==> src/rtl/mck_pkg.sv <==
package mck_pkg;
  localparam int ARR_N      = 5;
  localparam int BUS_N      = 6;
  localparam int POS_ILE    = 15;
  localparam int POS_ME     = 19;
  localparam int POS_IP     = 25;
  localparam int POS_LE     = 31;
  localparam int ARR_BASE   = 1;
  localparam int BUS_BASE   = 10;

  typedef struct packed {
    logic takeExc;
    logic doRfi;
    logic doWrite;
  } mckStrobe_t;
endpackage

==> src/rtl/mck_control.sv <==
module mck_control
  import mck_pkg::*;
(
  input  logic             clk,
  input  logic             rstN,
  input  logic             chkEnable,
  input  logic [ARR_N-1:0] errArray,
  input  logic [BUS_N-1:0] errBus,
  input  logic             selfTestDone,
  input  logic [ARR_N-1:0] selfTestFail,
  input  logic             meBit,
  input  logic             rfiReq,
  input  logic             stateWrEn,
  input  logic             retireReq,
  output mckStrobe_t       strobe,
  output logic [ARR_N-1:0] arrayCause,
  output logic             checkstop,
  output logic             vectorTaken,
  output logic             retireGrant
);
  logic testArmed;
  logic anyErr;
  logic enterStop;

  assign arrayCause  = errArray | ((selfTestDone && testArmed) ? selfTestFail : '0);
  assign anyErr      = (|arrayCause) || (|errBus);
  assign enterStop   = !checkstop && anyErr && !meBit;
  assign retireGrant = retireReq && !checkstop;

  always_comb begin
    strobe.takeExc = !checkstop && anyErr && meBit;
    strobe.doRfi   = rfiReq && !strobe.takeExc;
    strobe.doWrite = stateWrEn && !strobe.takeExc && !rfiReq;
  end

  always_ff @(posedge clk) begin
    if (!rstN) begin
      checkstop   <= 1'b0;
      vectorTaken <= 1'b0;
      testArmed   <= chkEnable;
    end else begin
      checkstop   <= checkstop || enterStop;
      vectorTaken <= strobe.takeExc;
      if (selfTestDone) testArmed <= 1'b0;
    end
  end

  AST_STOP_STICKY: assert property (@(posedge clk) disable iff (!rstN)
    checkstop |=> checkstop);
  AST_STOP_ON_DISABLED: assert property (@(posedge clk) disable iff (!rstN)
    (anyErr && !meBit) |=> checkstop);
  AST_VEC_NOT_IN_STOP: assert property (@(posedge clk) disable iff (!rstN)
    checkstop |-> !vectorTaken);
  AST_VEC_SINGLE: assert property (@(posedge clk) disable iff (!rstN)
    vectorTaken |=> !vectorTaken);
endmodule

==> src/rtl/mck_datapath.sv <==
module mck_datapath
  import mck_pkg::*;
#(
  parameter int ADDR_W = 32
) (
  input  logic              clk,
  input  logic              rstN,
  input  mckStrobe_t        strobe,
  input  logic [ARR_N-1:0]  arrayCause,
  input  logic [BUS_N-1:0]  errBus,
  input  logic [ADDR_W-1:0] instAddr,
  input  logic [0:31]       stateWrData,
  output logic [0:31]       stateWord,
  output logic [ADDR_W-1:0] savedPc,
  output logic [0:31]       savedStatus,
  output logic              meBit
);
  logic [0:31] syndrome;
  logic [0:31] entryState;
  logic [0:31] rfiState;

  assign meBit = stateWord[POS_ME];

  always_comb begin
    syndrome = '0;
    for (int i = 0; i < ARR_N; i++) syndrome[ARR_BASE + i] = arrayCause[i];
    for (int j = 0; j < BUS_N; j++) syndrome[BUS_BASE + j] = errBus[j];
    syndrome[16:31] = stateWord[16:31];
  end

  always_comb begin
    entryState          = '0;
    entryState[POS_ILE] = stateWord[POS_ILE];
    entryState[POS_IP]  = stateWord[POS_IP];
    entryState[POS_LE]  = stateWord[POS_ILE];
  end

  assign rfiState = {stateWord[0:15], savedStatus[16:31]};

  always_ff @(posedge clk) begin
    if (!rstN) begin
      stateWord   <= '0;
      savedPc     <= '0;
      savedStatus <= '0;
    end else if (strobe.takeExc) begin
      stateWord   <= entryState;
      savedPc     <= instAddr;
      savedStatus <= syndrome;
    end else if (strobe.doRfi) begin
      stateWord   <= rfiState;
    end else if (strobe.doWrite) begin
      stateWord   <= stateWrData;
    end
  end

  AST_ME_CLEARED: assert property (@(posedge clk) disable iff (!rstN)
    strobe.takeExc |=> !stateWord[POS_ME]);
  AST_LE_FROM_ILE: assert property (@(posedge clk) disable iff (!rstN)
    strobe.takeExc |=> stateWord[POS_LE] == $past(stateWord[POS_ILE]));
  AST_INHERIT_LOW: assert property (@(posedge clk) disable iff (!rstN)
    strobe.takeExc |=> savedStatus[16:31] == $past(stateWord[16:31]));
  AST_SAVED_HOLD: assert property (@(posedge clk) disable iff (!rstN)
    !strobe.takeExc |=> ($stable(savedStatus) && $stable(savedPc)));
endmodule

==> src/rtl/mchk_capture_unit.sv <==
module mchk_capture_unit
  import mck_pkg::*;
#(
  parameter int ADDR_W = 32
) (
  input  logic              clk,
  input  logic              rstN,
  input  logic              chkEnable,
  input  logic [ARR_N-1:0]  errArray,
  input  logic [BUS_N-1:0]  errBus,
  input  logic              selfTestDone,
  input  logic [ARR_N-1:0]  selfTestFail,
  input  logic [ADDR_W-1:0] instAddr,
  input  logic              rfiReq,
  input  logic              stateWrEn,
  input  logic [0:31]       stateWrData,
  input  logic              retireReq,
  output logic [0:31]       stateWord,
  output logic [ADDR_W-1:0] savedPc,
  output logic [0:31]       savedStatus,
  output logic              vectorTaken,
  output logic              checkstop,
  output logic              retireGrant
);
  mckStrobe_t       strobe;
  logic [ARR_N-1:0] arrayCause;
  logic             meBit;

  mck_control i_ctrl (
    .clk(clk), .rstN(rstN), .chkEnable(chkEnable), .errArray(errArray),
    .errBus(errBus), .selfTestDone(selfTestDone), .selfTestFail(selfTestFail),
    .meBit(meBit), .rfiReq(rfiReq), .stateWrEn(stateWrEn), .retireReq(retireReq),
    .strobe(strobe), .arrayCause(arrayCause), .checkstop(checkstop),
    .vectorTaken(vectorTaken), .retireGrant(retireGrant)
  );

  mck_datapath #(.ADDR_W(ADDR_W)) i_dp (
    .clk(clk), .rstN(rstN), .strobe(strobe), .arrayCause(arrayCause),
    .errBus(errBus), .instAddr(instAddr), .stateWrData(stateWrData),
    .stateWord(stateWord), .savedPc(savedPc), .savedStatus(savedStatus),
    .meBit(meBit)
  );
endmodule

==> config.mk <==
export PLATFORM = sky130hd
export DESIGN_NAME = mchk_capture_unit
export DESIGN_NICKNAME = d
export VERILOG_FILES = /design/src/rtl/mck_pkg.sv /design/src/rtl/mck_control.sv /design/src/rtl/mck_datapath.sv /design/src/rtl/mchk_capture_unit.sv
export SDC_FILE = /design/constraint.sdc
export NUM_CORES = 1
export LEC_CHECK = 0
export ABC_AREA = 1
export BUFFER_PORTS_ARGS = -buffer_cell sky130_fd_sc_hd__buf_4
export CAP_MARGIN = 15
export CORE_AREA = 4 4 89 100
export CTS_BUF_LIST = sky130_fd_sc_hd__clkbuf_8
export CTS_CLUSTER_SIZE = 20
export DETAILED_ROUTE_END_ITERATION = 10
export DIE_AREA = 0 0 93 104
export GPL_TIMING_DRIVEN = 0
export PLACE_DENSITY = 0.81
export SLEW_MARGIN = 20
export SYNTH_ARGS = -nofsm -noshare
export SYNTH_HDL_FRONTEND = slang
export SYNTH_SLANG_ARGS = --single-unit
==> constraint.sdc <==
create_clock -name clk -period 2 [get_ports clk]
set_input_delay 0.4 -clock clk [delete_from_list [all_inputs] [get_ports clk]]
set_output_delay 0.4 -clock clk [all_outputs]
set_load 0.02 [all_outputs]
==> report_table.html, run 1 <==
<table>
<tr><th>Metric</th><th>Value</th></tr>
<tr><th colspan="2">Run status</th></tr>
<tr><td>Status</td><td>finished clean</td></tr>
<tr><th colspan="2">Cells and area</th></tr>
<tr><td>Post-synthesis to final-layout area growth</td><td>45.9%</td></tr>
<tr><td>ANT cells</td><td>0</td></tr>
<tr><td>Number of nets in the layout</td><td>a little under 800</td></tr>
<tr><td>Utilization after layout</td><td>about two thirds</td></tr>
<tr><td>Finished layout cell area</td><td>between 5000 and 6000 um2</td></tr>
<tr><td>Multi-input combinational cell area</td><td>1340 um2</td></tr>
<tr><td>Share of cells above drive strength 1</td><td>about a third</td></tr>
<tr><td>Count of filler cells inserted in the layout</td><td>~700</td></tr>
<tr><td>FF/Latch Area</td><td>between 1500 and 2000 um2</td></tr>
<tr><th colspan="2">Worst hold path</th></tr>
<tr><td>Tightest Hold Check Type</td><td>in -&gt; reg</td></tr>
<tr><td>Worst hold start</td><td>instAddr[2]</td></tr>
<tr><th colspan="2">Worst setup path</th></tr>
<tr><td>Startpoint Class</td><td>flip-flop</td></tr>
<tr><td>Critical path capture point type</td><td>flip-flop</td></tr>
<tr><td>Flop2flop setup slack</td><td>about 0.21 ns</td></tr>
<tr><td>Worst path required time</td><td>between 2 and 2.5 ns</td></tr>
<tr><td>Critical path launch point</td><td>i_ctrl.testArmed</td></tr>
<tr><td>FF-to-FF Start</td><td>i_ctrl.testArmed</td></tr>
<tr><td>Endpoint arrival time on the critical path</td><td>a little over 2 ns</td></tr>
<tr><td>Max Fanout on Critical Path</td><td>10</td></tr>
<tr><td>Critical path class</td><td>reg -&gt; reg</td></tr>
<tr><th colspan="2">Clocking</th></tr>
<tr><td>CTS tree</td><td>built</td></tr>
<tr><td>Setup Buffers After CTS</td><td>0</td></tr>
<tr><td>Number of buffers added to fix hold violations after cts</td><td>0</td></tr>
<tr><td>Depth of the CTS H-tree</td><td>3</td></tr>
<tr><td>Cell at the root of the clock tree</td><td>clkbuf_8</td></tr>
<tr><td>Bufs on Longest Clock Path</td><td>2</td></tr>
<tr><td>Post-cts repair resize count</td><td>0</td></tr>
<tr><td>TritonCTS buffer count</td><td>9</td></tr>
<tr><td>Reg clk slew, reported paths</td><td>approximately 0.090 ns</td></tr>
<tr><td>Number of sinks on the clock net</td><td>94</td></tr>
<tr><td>Clock insertion delay at the later pin of the skew report</td><td>approximately 0.35 ns</td></tr>
<tr><th colspan="2">Synth</th></tr>
<tr><td>Area leader, netlist</td><td>dfxtp_1</td></tr>
<tr><td>Cell count after synthesis</td><td>about 500</td></tr>
<tr><td>Flip-flop and latch count after synthesis</td><td>between 90 and 100</td></tr>
<tr><td>Number of flops mapped to enable cells by yosys</td><td>1</td></tr>
<tr><td>Syn avg cell area</td><td>roughly 7.4 um2</td></tr>
<tr><td>Ys Warns</td><td>0</td></tr>
<tr><td>Fraction of the yosys area taken by sequential cells</td><td>52.0%</td></tr>
<tr><td>Leading cell types by total area after synthesis</td><td>dfxtp_1 (51%), nand2_1 (20%), inv_1 (5.7%)</td></tr>
<tr><td>Ys async rst share</td><td>0%</td></tr>
<tr><td>Number of different library cells in the post-synthesis netlist</td><td>21</td></tr>
<tr><td>Area share of the leading cell type in the synthesized netlist</td><td>around 51%</td></tr>
<tr><td>Mapped Area</td><td>~3600 um2</td></tr>
<tr><td>Flip-flop cell with the highest count after synthesis</td><td>dfxtp_1</td></tr>
<tr><th colspan="2">Timing</th></tr>
<tr><td>Final setup slack of the worst path</td><td>about 0.21 ns</td></tr>
<tr><td>Min cycle time layout</td><td>between 1.5 and 2 ns</td></tr>
<tr><td>Hold violation count in the final report</td><td>0</td></tr>
<tr><td>Fin Setup TNS</td><td>0 ns</td></tr>
<tr><td>Fmax</td><td>between 500 and 600 MHz</td></tr>
<tr><td>Clock Skews</td><td>0.0102 ns</td></tr>
<tr><td>Share of the clock period used by the worst path after layout</td><td>89.6%</td></tr>
<tr><td>RSZ-0062 raised after global routing</td><td>no</td></tr>
<tr><td>Final-report setup violation count</td><td>0</td></tr>
<tr><td>Slew Limit Fails</td><td>0</td></tr>
<tr><th colspan="2">GRT</th></tr>
<tr><td>Largest net degree at the start of global routing</td><td>16</td></tr>
<tr><td>Initial antenna violation count</td><td>0</td></tr>
<tr><td>GRT Total Usage</td><td>between 20% and 30%</td></tr>
<tr><td>Vias in the first global route</td><td>3506</td></tr>
<tr><td>Wire length of the first global-routing pass</td><td>around 17 mm</td></tr>
<tr><td>Total congestion overflow after global routing</td><td>0</td></tr>
<tr><th colspan="2">Route</th></tr>
<tr><td>Count of unresolved DRC violations after routing</td><td>0</td></tr>
<tr><td>Remaining antenna violation count</td><td>0</td></tr>
<tr><td>Routed Wire Length</td><td>10.3 mm</td></tr>
<tr><td>Starting DRT DRC Count</td><td>151</td></tr>
<tr><td>First-pass iteration count of the detailed router</td><td>4</td></tr>
<tr><td>Average wire per standard cell</td><td>between 10 and 15 um</td></tr>
<tr><td>DR vias</td><td>3662</td></tr>
<tr><td>Via density per instance</td><td>~4.6</td></tr>
<tr><th colspan="2">Power and ir drop</th></tr>
<tr><td>Power per cell area</td><td>734 nW/um2</td></tr>
<tr><td>Sequential share of power</td><td>52.2%</td></tr>
<tr><td>Maximum ir drop on the vdd rail</td><td>roughly 0.00039 V</td></tr>
<tr><td>Comb pwr share</td><td>between 10% and 20%</td></tr>
<tr><td>Static power due to leakage</td><td>roughly 0.0028 uW</td></tr>
<tr><td>Final Total Pwr</td><td>~4000 uW</td></tr>
<tr><td>Cell-internal power</td><td>roughly 2800 uW</td></tr>
<tr><td>Fraction of power spent switching nets</td><td>~28%</td></tr>
<tr><td>Proportion of power drawn by the clock network</td><td>about 29%</td></tr>
<tr><td>Net switching power of the design</td><td>approximately 1100 uW</td></tr>
<tr><th colspan="2">Floorplanning</th></tr>
<tr><td>Rows</td><td>34</td></tr>
<tr><td>Effective utilization at floorplan</td><td>between 40% and 50%</td></tr>
<tr><td>DIE WIDTH</td><td>just over 90 um</td></tr>
<tr><td>Standard cell core area</td><td>~8000 um2</td></tr>
<tr><td>Area of the die</td><td>9670 um2</td></tr>
<tr><td>Number of top-level design ports</td><td>roughly 190</td></tr>
<tr><td>Chip height</td><td>between 100 and 150 um</td></tr>
<tr><th colspan="2">Job</th></tr>
<tr><td>Number of maximum-capacitance constraint violations</td><td>0</td></tr>
<tr><th colspan="2">Place</th></tr>
<tr><td>RePlAce Congestion</td><td>0.818</td></tr>
<tr><td>Pre-CTS setup slack</td><td>approximately 0.11 ns</td></tr>
<tr><td>Cell Area, Placed</td><td>5130 um2</td></tr>
<tr><td>HPWL reported at the end of detailed placement</td><td>~8.0 mm</td></tr>
<tr><td>Number of buffers inserted by port buffering</td><td>179</td></tr>
</table>
==> layout make-up <==
| class | instances | share of cell area [%] |
|---|---|---|
| Sequential cell | 94 | 35.6 |
| Buffer | 31 | 3.86 |
| Clock inverter | 6 | 0.730 |
| Tap cell | 108 | 2.54 |
| Clock buffer | 10 | 2.59 |
| Inverter | 59 | 4.17 |
| Multi-Input combinational cell | 313 | 25.2 |
| Timing Repair Buffer | 179 | 25.3 |
==> synthesized netlist by cell type, types with 4 or more instances <==
library cell,number
nand2_1,193
dfxtp_1,93
inv_1,55
nand3_1,38
a21oi_1,30
o21ai_0,14
o21ai_1,14
buf_2,11
nor2_1,10
buf_4,8
buf_6,6
clkbuf_1,6
inv_2,4
==> logic make-up after synthesis <==
family | after synthesis | synth area share [%]
AOI/OAI and AO/OA | 59 | 8.21
DFF | 94 | 52.0
buffers and inverters | 90 | 11.7
and+or+nand+nor | 249 | 28.0
other | 1 | 0.103
==> flip-flops by register name (all words and copies together), names as in the netlist <==
signal and cells:
i_dp.savedPc 32, i_ctrl.testArmed 1, i_dp.stateWord 32, i_dp.savedStatus 27, i_ctrl.vectorTaken 1, i_ctrl.checkstop 1
==> power by group through the flow <==
stage | Clock [uW] | Sequential, uW | Combinational [uW]
floorplan | 0 | 2190 | 273
global placement | 0 | 2070 | 735
detailed placement | 0 | 2080 | 747
CTS | 1160 | 2040 | 749
global route | 1230 | 2050 | 811
finish | 1120 | 2040 | 742
==> path summary, 6_finish.rpt <==
check                               to  cells past startpoint
setup / recovery  i_dp.savedStatus[14]                     12
hold / removal         i_dp.savedPc[2]                      3
setup reg to reg  i_dp.savedStatus[14]                     12
hold reg to reg      i_dp.stateWord[4]                      2
==> worst max-delay path, stage by stage, from the launching register on <==
cell and delay (ns):
edfxtp_1 0.46, nand3_1 0.12, nand2_1 0.07, nor2_1 0.14
nand3_2 0.13, nand2_4 0.11, inv_2 0.05, nand2_1 0.09
inv_2 0.08, buf_4 0.19, buf_6 0.15, nand2_1 0.05
nand2_1 0.05
==> metal layers <==
metal,track usage [%],wire length [um],vias to the layer above
li1,-,-,1888
met1,24.9,4000,1609
met2,35.8,5090,150
met3,7.38,1050,15
met4,7.12,159,0
met5,0,0,-
==> cell usage in the layout, fill, tap and decap left out, types with 5 or more instances in the layout <==
cell type / n
a21oi_1: 30
nand3_1: 38
nand2_1: 193
inv_1: 57
o21ai_0: 14
buf_2: 11
buf_4: 187
conb_1: 5
dfxtp_1: 93
clkbuf_8: 10
o21ai_1: 14
clkbuf_1: 6
buf_6: 6
nor2_1: 10
==> per-stage QoR <==
stage          hold slack [ns]  instances
4_1_cts                  0.210        800
5_1_grt                  0.217        800
3_3_place_gp             0.432        784
6_report                 0.226        800
3_5_place_dp             0.436        784
2_1_floorplan            0.458        497
Note: power is estimated with default switching activity, not from simulation.
==> inputs of run 2 (changes only) <==
--- a/config.mk
+++ b/config.mk
@@ -5,14 +5,13 @@
 export SDC_FILE = /design/constraint.sdc
 export NUM_CORES = 1
 export LEC_CHECK = 0
-export ABC_AREA = 1
 export BUFFER_PORTS_ARGS = -buffer_cell sky130_fd_sc_hd__buf_4
 export CAP_MARGIN = 15
-export CORE_AREA = 4 4 89 100
+export CORE_AREA = 4 4 93 103
 export CTS_BUF_LIST = sky130_fd_sc_hd__clkbuf_8
 export CTS_CLUSTER_SIZE = 20
 export DETAILED_ROUTE_END_ITERATION = 10
-export DIE_AREA = 0 0 93 104
+export DIE_AREA = 0 0 97 107
 export GPL_TIMING_DRIVEN = 0
 export PLACE_DENSITY = 0.81
 export SLEW_MARGIN = 20
==> run 2 against run 1 <==
  * Synthesized area increased by 12%
  * Power down 4.6%
  * Largest power group unchanged
  * Flip-flop and latch count did not move
  * Sequential share of layout area down 2.8 points
  * Fmax grew 2.7%
  * Die area up 7.3%
  * Combinational power decreased by 18%
  * Synthesized cell count down 7.3%
  * Clock power about the same
  * Final area increased by 8.7%
  * Cell count down 4.0%
==> report_table.html, run 2 <==
<table>
<tr><th>Metric</th><th>Value</th></tr>
<tr><th colspan="2">Cells and area</th></tr>
<tr><td>Multi-input combinational cell area</td><td>1930 um2</td></tr>
<tr><td>Post-synthesis to final-layout area growth</td><td>41.2%</td></tr>
<tr><td>FF/Latch Area</td><td>between 1500 and 2000 um2</td></tr>
<tr><td>Share of cells above drive strength 1</td><td>about a third</td></tr>
<tr><td>Biggest regs</td><td>i_dp.savedPc x32, i_dp.stateWord x32, i_dp.savedStatus x27</td></tr>
<tr><td>Number of nets in the layout</td><td>~740</td></tr>
<tr><td>Count of filler cells inserted in the layout</td><td>roughly 720</td></tr>
<tr><td>ANT cells</td><td>0</td></tr>
<tr><td>Most common cell after layout, fill and taps aside</td><td>buf_4</td></tr>
<tr><td>Most frequent cells in the layout</td><td>buf_4 (187), nand2_1 (157), dfxtp_1 (93), mux2i_1 (61), a21oi_1 (20)</td></tr>
<tr><th colspan="2">Synth</th></tr>
<tr><td>Syn avg cell area</td><td>slightly below 9 um2</td></tr>
<tr><td>Number of different library cells in the post-synthesis netlist</td><td>35</td></tr>
<tr><td>Fraction of synthesized area in multiplexers</td><td>~15%</td></tr>
<tr><td>Ys async rst share</td><td>0%</td></tr>
<tr><td>Area leader, netlist</td><td>dfxtp_1</td></tr>
<tr><td>Area share of the leading cell type in the synthesized netlist</td><td>a little under half</td></tr>
<tr><td>Flip-flop and latch count after synthesis</td><td>94</td></tr>
<tr><td>Mapped Area</td><td>4090 um2</td></tr>
<tr><td>Flip-flop cell with the highest count after synthesis</td><td>dfxtp_1</td></tr>
<tr><td>Post-Synth Simple-Gate Area</td><td>21.2%</td></tr>
<tr><td>Area share of xor/xnor cells in the synthesized design</td><td>0%</td></tr>
<tr><td>Largest family of logic cells by synthesized area</td><td>simple AND/OR/NAND/NOR gates</td></tr>
<tr><td>Number of flops mapped to enable cells by yosys</td><td>1</td></tr>
<tr><td>Leading cell types by count after synthesis</td><td>nand2_1 (157), dfxtp_1 (93), mux2i_1 (61)</td></tr>
<tr><td>Adder and majority gate portion of the synthesized area</td><td>0%</td></tr>
<tr><td>Cell count after synthesis</td><td>roughly 460</td></tr>
<tr><td>Share of the synthesized area in compound gates (AO/OA/AOI/OAI)</td><td>10.5%</td></tr>
<tr><td>Cell with the most instances after synthesis</td><td>nand2_1</td></tr>
<tr><td>Leading cell types by total area after synthesis</td><td>dfxtp_1 (46%), mux2i_1 (15%), nand2_1 (14%)</td></tr>
<tr><td>Fraction of the yosys area taken by sequential cells</td><td>a little under half</td></tr>
<tr><td>Ys Warns</td><td>0</td></tr>
<tr><th colspan="2">Worst setup path</th></tr>
<tr><td>Startpoint Class</td><td>flip-flop</td></tr>
<tr><td>Endpoint arrival time on the critical path</td><td>between 2 and 2.5 ns</td></tr>
<tr><td>Worst path required time</td><td>about 2.3 ns</td></tr>
<tr><td>Max Fanout on Critical Path</td><td>10</td></tr>
<tr><td>Critical path class</td><td>reg -&gt; reg</td></tr>
<tr><td>Critical path capture point type</td><td>flip-flop</td></tr>
<tr><th colspan="2">GRT</th></tr>
<tr><td>GRT Total Usage</td><td>21.7%</td></tr>
<tr><td>Largest net degree at the start of global routing</td><td>16</td></tr>
<tr><td>Wire length of the first global-routing pass</td><td>~18 mm</td></tr>
<tr><td>Total congestion overflow after global routing</td><td>0</td></tr>
<tr><td>Initial antenna violation count</td><td>0</td></tr>
<tr><td>Vias in the first global route</td><td>3794</td></tr>
<tr><th colspan="2">Power and ir drop</th></tr>
<tr><td>Sequential share of power</td><td>a little over half</td></tr>
<tr><td>Fraction of power spent switching nets</td><td>between 20% and 30%</td></tr>
<tr><td>Static power due to leakage</td><td>0.00258 uW</td></tr>
<tr><td>Power per cell area</td><td>~640 nW/um2</td></tr>
<tr><td>Comb pwr share</td><td>16.3%</td></tr>
<tr><td>Final Total Pwr</td><td>about 3700 uW</td></tr>
<tr><td>Maximum ir drop on the vdd rail</td><td>0.000340 V</td></tr>
<tr><td>Cell-internal power</td><td>between 2000 and 3000 uW</td></tr>
<tr><td>Proportion of power drawn by the clock network</td><td>a little under a third</td></tr>
<tr><td>Net switching power of the design</td><td>between 1000 and 1500 uW</td></tr>
<tr><th colspan="2">Timing</th></tr>
<tr><td>Fmax</td><td>between 500 and 600 MHz</td></tr>
<tr><td>RSZ-0062 raised after global routing</td><td>no</td></tr>
<tr><td>Min cycle time layout</td><td>~1.7 ns</td></tr>
<tr><td>Share of the clock period used by the worst path after layout</td><td>between 80 and 90%</td></tr>
<tr><td>Hold violation count in the final report</td><td>0</td></tr>
<tr><td>Final setup slack of the worst path</td><td>between 0.2 and 0.3 ns</td></tr>
<tr><td>Fin Setup TNS</td><td>0 ns</td></tr>
<tr><td>Clock Skews</td><td>between 0.015 and 0.02 ns</td></tr>
<tr><td>Max-Slew Margin vs Limit</td><td>~65%</td></tr>
<tr><td>Actual slew at the worst max-slew pin</td><td>approximately 0.52 ns</td></tr>
<tr><td>Final-report setup violation count</td><td>0</td></tr>
<tr><td>Slew Limit Fails</td><td>0</td></tr>
<tr><th colspan="2">Route</th></tr>
<tr><td>Count of unresolved DRC violations after routing</td><td>0</td></tr>
<tr><td>Starting DRT DRC Count</td><td>125</td></tr>
<tr><td>Via density per instance</td><td>just under 5</td></tr>
<tr><td>Average wire per standard cell</td><td>approximately 15 um</td></tr>
<tr><td>Routed Wire Length</td><td>roughly 12 mm</td></tr>
<tr><td>Remaining antenna violation count</td><td>0</td></tr>
<tr><td>First-pass iteration count of the detailed router</td><td>4</td></tr>
<tr><td>DR vias</td><td>approximately 3800</td></tr>
<tr><th colspan="2">Place</th></tr>
<tr><td>Number of buffers inserted by port buffering</td><td>180</td></tr>
<tr><td>HPWL reported at the end of detailed placement</td><td>a little over 9 mm</td></tr>
<tr><td>Pre-CTS setup slack</td><td>0.0254 ns</td></tr>
<tr><td>RePlAce Congestion</td><td>between 0.8 and 0.9</td></tr>
<tr><th colspan="2">Floorplanning</th></tr>
<tr><td>Standard cell core area</td><td>between 8000 and 9000 um2</td></tr>
<tr><td>DIE WIDTH</td><td>about 97 um</td></tr>
<tr><td>Area of the die</td><td>between 10000 and 15000 um2</td></tr>
<tr><td>Rows</td><td>35</td></tr>
<tr><td>Chip height</td><td>around 110 um</td></tr>
<tr><td>Number of top-level design ports</td><td>186</td></tr>
<tr><td>Effective utilization at floorplan</td><td>between 40% and 50%</td></tr>
<tr><th colspan="2">Job</th></tr>
<tr><td>Number of maximum-capacitance constraint violations</td><td>0</td></tr>
<tr><th colspan="2">Clocking</th></tr>
<tr><td>Depth of the CTS H-tree</td><td>3</td></tr>
<tr><td>Number of buffers added to fix hold violations after cts</td><td>0</td></tr>
<tr><td>Clock insertion delay at the later pin of the skew report</td><td>0.36 ns</td></tr>
<tr><td>Post-cts repair resize count</td><td>0</td></tr>
<tr><td>Bufs on Longest Clock Path</td><td>2</td></tr>
<tr><td>TritonCTS buffer count</td><td>9</td></tr>
<tr><td>Setup Buffers After CTS</td><td>0</td></tr>
<tr><td>Reg clk slew, reported paths</td><td>about 0.10 ns</td></tr>
<tr><td>Number of sinks on the clock net</td><td>94</td></tr>
<tr><td>CTS tree</td><td>built</td></tr>
<tr><td>Cell at the root of the clock tree</td><td>clkbuf_8</td></tr>
<tr><th colspan="2">Run status</th></tr>
<tr><td>Status</td><td>finished clean</td></tr>
<tr><th colspan="2">Worst hold path</th></tr>
<tr><td>Tightest Hold Check Type</td><td>in -&gt; reg</td></tr>
</table>
[run 2: cells by family after synthesis]
| group | after synthesis |
|---|---|
| simple gates | 196 |
| flops | 94 |
| other cells | 1 |
| mux | 61 |
| compound gates | 64 |
| buf+inv | 41 |
[run 2: per-stage QoR]
step                      cell area (um2)  hold WS, ns  cells  utilization (%)
after global placement               5590        0.444    752             66.2
after global routing                 5770        0.270    768             68.3
after floorplan                      4100        0.533    461                -
after CTS                            5770        0.268    768             68.3
after detailed placement             5590        0.449    752             66.2
final                                5770        0.280    768             68.3
[run 2: cell type report]
cell class	instances	area share, %
inverter	3	0.195
multi-input combinational	326	33.4
timing repair buffer	180	23.4
buffer	38	4.77
clock inverter	6	0.694
sequential	94	32.8
clock buffer	10	2.38
tap	111	2.41
[run 2: power groups by stage]
stage	Combinational, uW	Clock, uW	Sequential, uW
3_5_place_dp	607	0	2020
3_3_place_gp	598	0	2010
2_1_floorplan	240	0	2080
5_1_grt	655	1240	1980
4_1_cts	609	1160	1970
6_report	606	1140	1970
[run 2: routing by layer]
metal | track usage (%) | vias to the layer above | share of wire, %
met1 | 25.0 | 1755 | 41
met3 | 7.74 | 18 | 7.6
met4 | 5.62 | 0 | 1.7
met5 | 0 | - | 0
li1 | - | 1899 | -
met2 | 38.2 | 138 | 50
[run 2: path summary, 6_finish.rpt]
path                   endpoint  cells after the start              start  slack, ns
max reg2reg  i_dp.stateWord[26]                      5   i_ctrl.testArmed       0.26
min reg2reg   i_dp.stateWord[1]                      2  i_dp.stateWord[1]       0.46
max          i_dp.stateWord[26]                      5   i_ctrl.testArmed       0.26
min           i_dp.stateWord[4]                      3     stateWrData[4]       0.28
[run 2: worst max-delay path, stage by stage (launching register included)]
cell and delay [ns]:
edfxtp_1 0.46, a31oi_1 0.31, nand3_1 0.18, o21ai_2 0.33, buf_4 0.25, o211a_1 0.15
==> inputs of run 3 (changes only) <==
--- a/config.mk
+++ b/config.mk
@@ -5,15 +5,15 @@
 export SDC_FILE = /design/constraint.sdc
 export NUM_CORES = 1
 export LEC_CHECK = 0
-export BUFFER_PORTS_ARGS = -buffer_cell sky130_fd_sc_hd__buf_4
 export CAP_MARGIN = 15
-export CORE_AREA = 4 4 93 103
+export CORE_AREA = 4 4 88 98
 export CTS_BUF_LIST = sky130_fd_sc_hd__clkbuf_8
 export CTS_CLUSTER_SIZE = 20
 export DETAILED_ROUTE_END_ITERATION = 10
-export DIE_AREA = 0 0 97 107
+export DIE_AREA = 0 0 92 102
+export DONT_BUFFER_PORTS = 1
 export GPL_TIMING_DRIVEN = 0
-export PLACE_DENSITY = 0.81
+export PLACE_DENSITY = 0.7
 export SLEW_MARGIN = 20
 export SYNTH_ARGS = -nofsm -noshare
 export SYNTH_HDL_FRONTEND = slang
==> run 3 against run 2 <==
  * Critical path depth did not move
  * Non-clock buffer count fell by 180
  * Cell count fell by 24%
  * Global-route usage fell by 0.62 points
  * Core utilization fell by 10 points
  * Highest routed layer unchanged
==> report_table.html, run 3 (synthesized netlist as in run 2, its figures left out) <==
<table>
<tr><th>Metric</th><th>Value</th></tr>
<tr><th colspan="2">Run status</th></tr>
<tr><td>Status</td><td>finished clean</td></tr>
<tr><th colspan="2">GRT</th></tr>
<tr><td>Largest net degree at the start of global routing</td><td>15</td></tr>
<tr><td>Initial antenna violation count</td><td>0</td></tr>
<tr><td>Total congestion overflow after global routing</td><td>0</td></tr>
<tr><td>Vias in the first global route</td><td>3124</td></tr>
<tr><td>GRT Total Usage</td><td>a little over a fifth</td></tr>
<tr><td>Wire length of the first global-routing pass</td><td>15.5 mm</td></tr>
<tr><th colspan="2">Cells and area</th></tr>
<tr><td>Number of nets in the layout</td><td>between 500 and 600</td></tr>
<tr><td>Biggest regs</td><td>i_dp.savedPc x32, i_dp.stateWord x32, i_dp.savedStatus x27</td></tr>
<tr><td>ANT cells</td><td>0</td></tr>
<tr><td>Post-synthesis to final-layout area growth</td><td>9.46%</td></tr>
<tr><td>Share of cells above drive strength 1</td><td>8.40%</td></tr>
<tr><td>Most frequent cells in the layout</td><td>nand2_1 (157), dfxtp_1 (93), mux2i_1 (61), a21oi_1 (20), clkbuf_1 (18)</td></tr>
<tr><td>Most common cell after layout, fill and taps aside</td><td>nand2_1</td></tr>
<tr><th colspan="2">Worst setup path</th></tr>
<tr><td>Crit path capture</td><td>i_dp.stateWord[27]</td></tr>
<tr><td>Critical path class</td><td>reg -&gt; reg</td></tr>
<tr><td>Endpoint arrival time on the critical path</td><td>2.09 ns</td></tr>
<tr><td>Count of cells along the worst register-to-register path</td><td>5</td></tr>
<tr><td>Critical path capture point type</td><td>flip-flop</td></tr>
<tr><td>Critical path launch point</td><td>i_ctrl.testArmed</td></tr>
<tr><td>Max Fanout on Critical Path</td><td>10</td></tr>
<tr><td>Worst path required time</td><td>around 2.3 ns</td></tr>
<tr><td>Critical register-to-register path endpoint</td><td>i_dp.stateWord[27]</td></tr>
<tr><td>FF-to-FF Start</td><td>i_ctrl.testArmed</td></tr>
<tr><td>Flop2flop setup slack</td><td>between 0.15 and 0.2 ns</td></tr>
<tr><td>Startpoint Class</td><td>flip-flop</td></tr>
<tr><th colspan="2">Place</th></tr>
<tr><td>HPWL reported at the end of detailed placement</td><td>approximately 7.7 mm</td></tr>
<tr><td>Pre-CTS setup slack</td><td>approximately 0.13 ns</td></tr>
<tr><td>Number of buffers inserted by port buffering</td><td>0</td></tr>
<tr><td>RePlAce Congestion</td><td>approximately 0.77</td></tr>
<tr><th colspan="2">Floorplanning</th></tr>
<tr><td>Effective utilization at floorplan</td><td>between 50 and 60%</td></tr>
<tr><td>Area of the die</td><td>around 9400 um2</td></tr>
<tr><td>Number of top-level design ports</td><td>around 190</td></tr>
<tr><td>DIE WIDTH</td><td>around 92 um</td></tr>
<tr><td>Standard cell core area</td><td>roughly 7700 um2</td></tr>
<tr><td>Rows</td><td>34</td></tr>
<tr><td>Chip height</td><td>roughly 100 um</td></tr>
<tr><th colspan="2">Clocking</th></tr>
<tr><td>Depth of the CTS H-tree</td><td>3</td></tr>
<tr><td>Cell at the root of the clock tree</td><td>clkbuf_8</td></tr>
<tr><td>TritonCTS buffer count</td><td>9</td></tr>
<tr><td>CTS tree</td><td>built</td></tr>
<tr><td>Post-cts repair resize count</td><td>0</td></tr>
<tr><td>Bufs on Longest Clock Path</td><td>2</td></tr>
<tr><td>Number of buffers added to fix hold violations after cts</td><td>0</td></tr>
<tr><td>Clock insertion delay at the later pin of the skew report</td><td>about 0.35 ns</td></tr>
<tr><td>Number of sinks on the clock net</td><td>94</td></tr>
<tr><td>Setup Buffers After CTS</td><td>0</td></tr>
<tr><td>Reg clk slew, reported paths</td><td>~0.090 ns</td></tr>
<tr><th colspan="2">Timing</th></tr>
<tr><td>Worst Hold Slack</td><td>around 0.18 ns</td></tr>
<tr><td>RSZ-0062 raised after global routing</td><td>no</td></tr>
<tr><td>Slew Limit Fails</td><td>0</td></tr>
<tr><td>Actual slew at the worst max-slew pin</td><td>around 0.57 ns</td></tr>
<tr><td>Fin Setup TNS</td><td>0 ns</td></tr>
<tr><td>Final setup slack of the worst path</td><td>around 0.20 ns</td></tr>
<tr><td>Min cycle time layout</td><td>between 1.5 and 2 ns</td></tr>
<tr><td>Hold violation count in the final report</td><td>0</td></tr>
<tr><td>Final-report setup violation count</td><td>0</td></tr>
<tr><td>Max-Slew Margin vs Limit</td><td>62.0%</td></tr>
<tr><td>Fmax</td><td>about 560 MHz</td></tr>
<tr><td>Share of the clock period used by the worst path after layout</td><td>between 90% and 100%</td></tr>
<tr><td>Clock Skews</td><td>between 0.007 and 0.008 ns</td></tr>
<tr><th colspan="2">Job</th></tr>
<tr><td>Number of maximum-capacitance constraint violations</td><td>0</td></tr>
<tr><th colspan="2">Power and ir drop</th></tr>
<tr><td>Maximum ir drop on the vdd rail</td><td>between 0.0004 and 0.0005 V</td></tr>
<tr><td>Power per cell area</td><td>854 nW/um2</td></tr>
<tr><td>Static power due to leakage</td><td>~0.0017 uW</td></tr>
<tr><th colspan="2">Route</th></tr>
<tr><td>Count of unresolved DRC violations after routing</td><td>0</td></tr>
<tr><td>Remaining antenna violation count</td><td>0</td></tr>
<tr><td>Starting DRT DRC Count</td><td>around 130</td></tr>
<tr><td>Routed Wire Length</td><td>~10 mm</td></tr>
<tr><td>DR vias</td><td>between 3000 and 4000</td></tr>
<tr><td>Average wire per standard cell</td><td>between 15 and 20 um</td></tr>
<tr><td>First-pass iteration count of the detailed router</td><td>4</td></tr>
<tr><td>Via density per instance</td><td>roughly 5.4</td></tr>
<tr><th colspan="2">Worst hold path</th></tr>
<tr><td>Tightest Hold Check Type</td><td>in -&gt; reg</td></tr>
</table>
run 3: changes by cell type in the layout (fill, tap and decap cells not counted):
cell | previous run | this run
buf_4 | 187 | 7
inv_1 | 5 | 4
bufinv_16 | 0 | 3
clkinvlp_4 | 2 | 0
clkinv_2 | 0 | 1
clkinv_4 | 2 | 0
run 3: area by class of cell:
type,instances,area [um2]
Buffer,38,275
Clock buffer,10,138
Clock inverter,5,98.8
Fill cell,703,3270
Inverter,3,11.3
Multi-Input combinational cell,326,1930
Sequential cell,94,1890
Tap cell,108,135
run 3: critical path, stage by stage (launching register included):
cell	delay [ns]
edfxtp_1	0.48
a31oi_1	0.36
and3_4	0.29
a21o_1	0.17
buf_2	0.25
o211a_1	0.18
run 3: routing by layer:
| layer | vias up | track usage, % | routed length [um] |
|---|---|---|---|
| li1 | 1536 | - | - |
| met1 | 1473 | 22.4 | 3860 |
| met2 | 124 | 37.2 | 4990 |
| met3 | 17 | 8.25 | 942 |
| met4 | 0 | 9.49 | 200 |
| met5 | - | 0 | 0 |
run 3: per-stage QoR:
step / instance area (um2) / cells / utilization (%) / power (uW)
2_1_floorplan: 4100 / 461 / - / 2320
3_3_place_gp: 4240 / 569 / 54.8 / 2390
3_5_place_dp: 4240 / 569 / 54.8 / 2400
4_1_cts: 4480 / 584 / 57.8 / 3860
5_1_grt: 4480 / 584 / 57.8 / 3980
6_report: 4480 / 584 / 57.8 / 3820
run 3: worst min-delay path by stage:
stage               startpoint                 end  cells after the start
4_1_cts         stateWrData[7]   i_dp.stateWord[7]                      2
6_report        stateWrData[7]   i_dp.stateWord[7]                      2
2_1_floorplan  i_dp.savedPc[0]     i_dp.savedPc[0]                      2
5_1_grt        stateWrData[10]  i_dp.stateWord[10]                      2
3_5_place_dp    stateWrData[7]   i_dp.stateWord[7]                      2
3_3_place_gp    stateWrData[9]   i_dp.stateWord[9]                      2
run 3: report_power, final:
group	internal, uW	switching, uW
Clock	852	621
Combinational	119	177
Sequential	1930	119
Total	2900	917
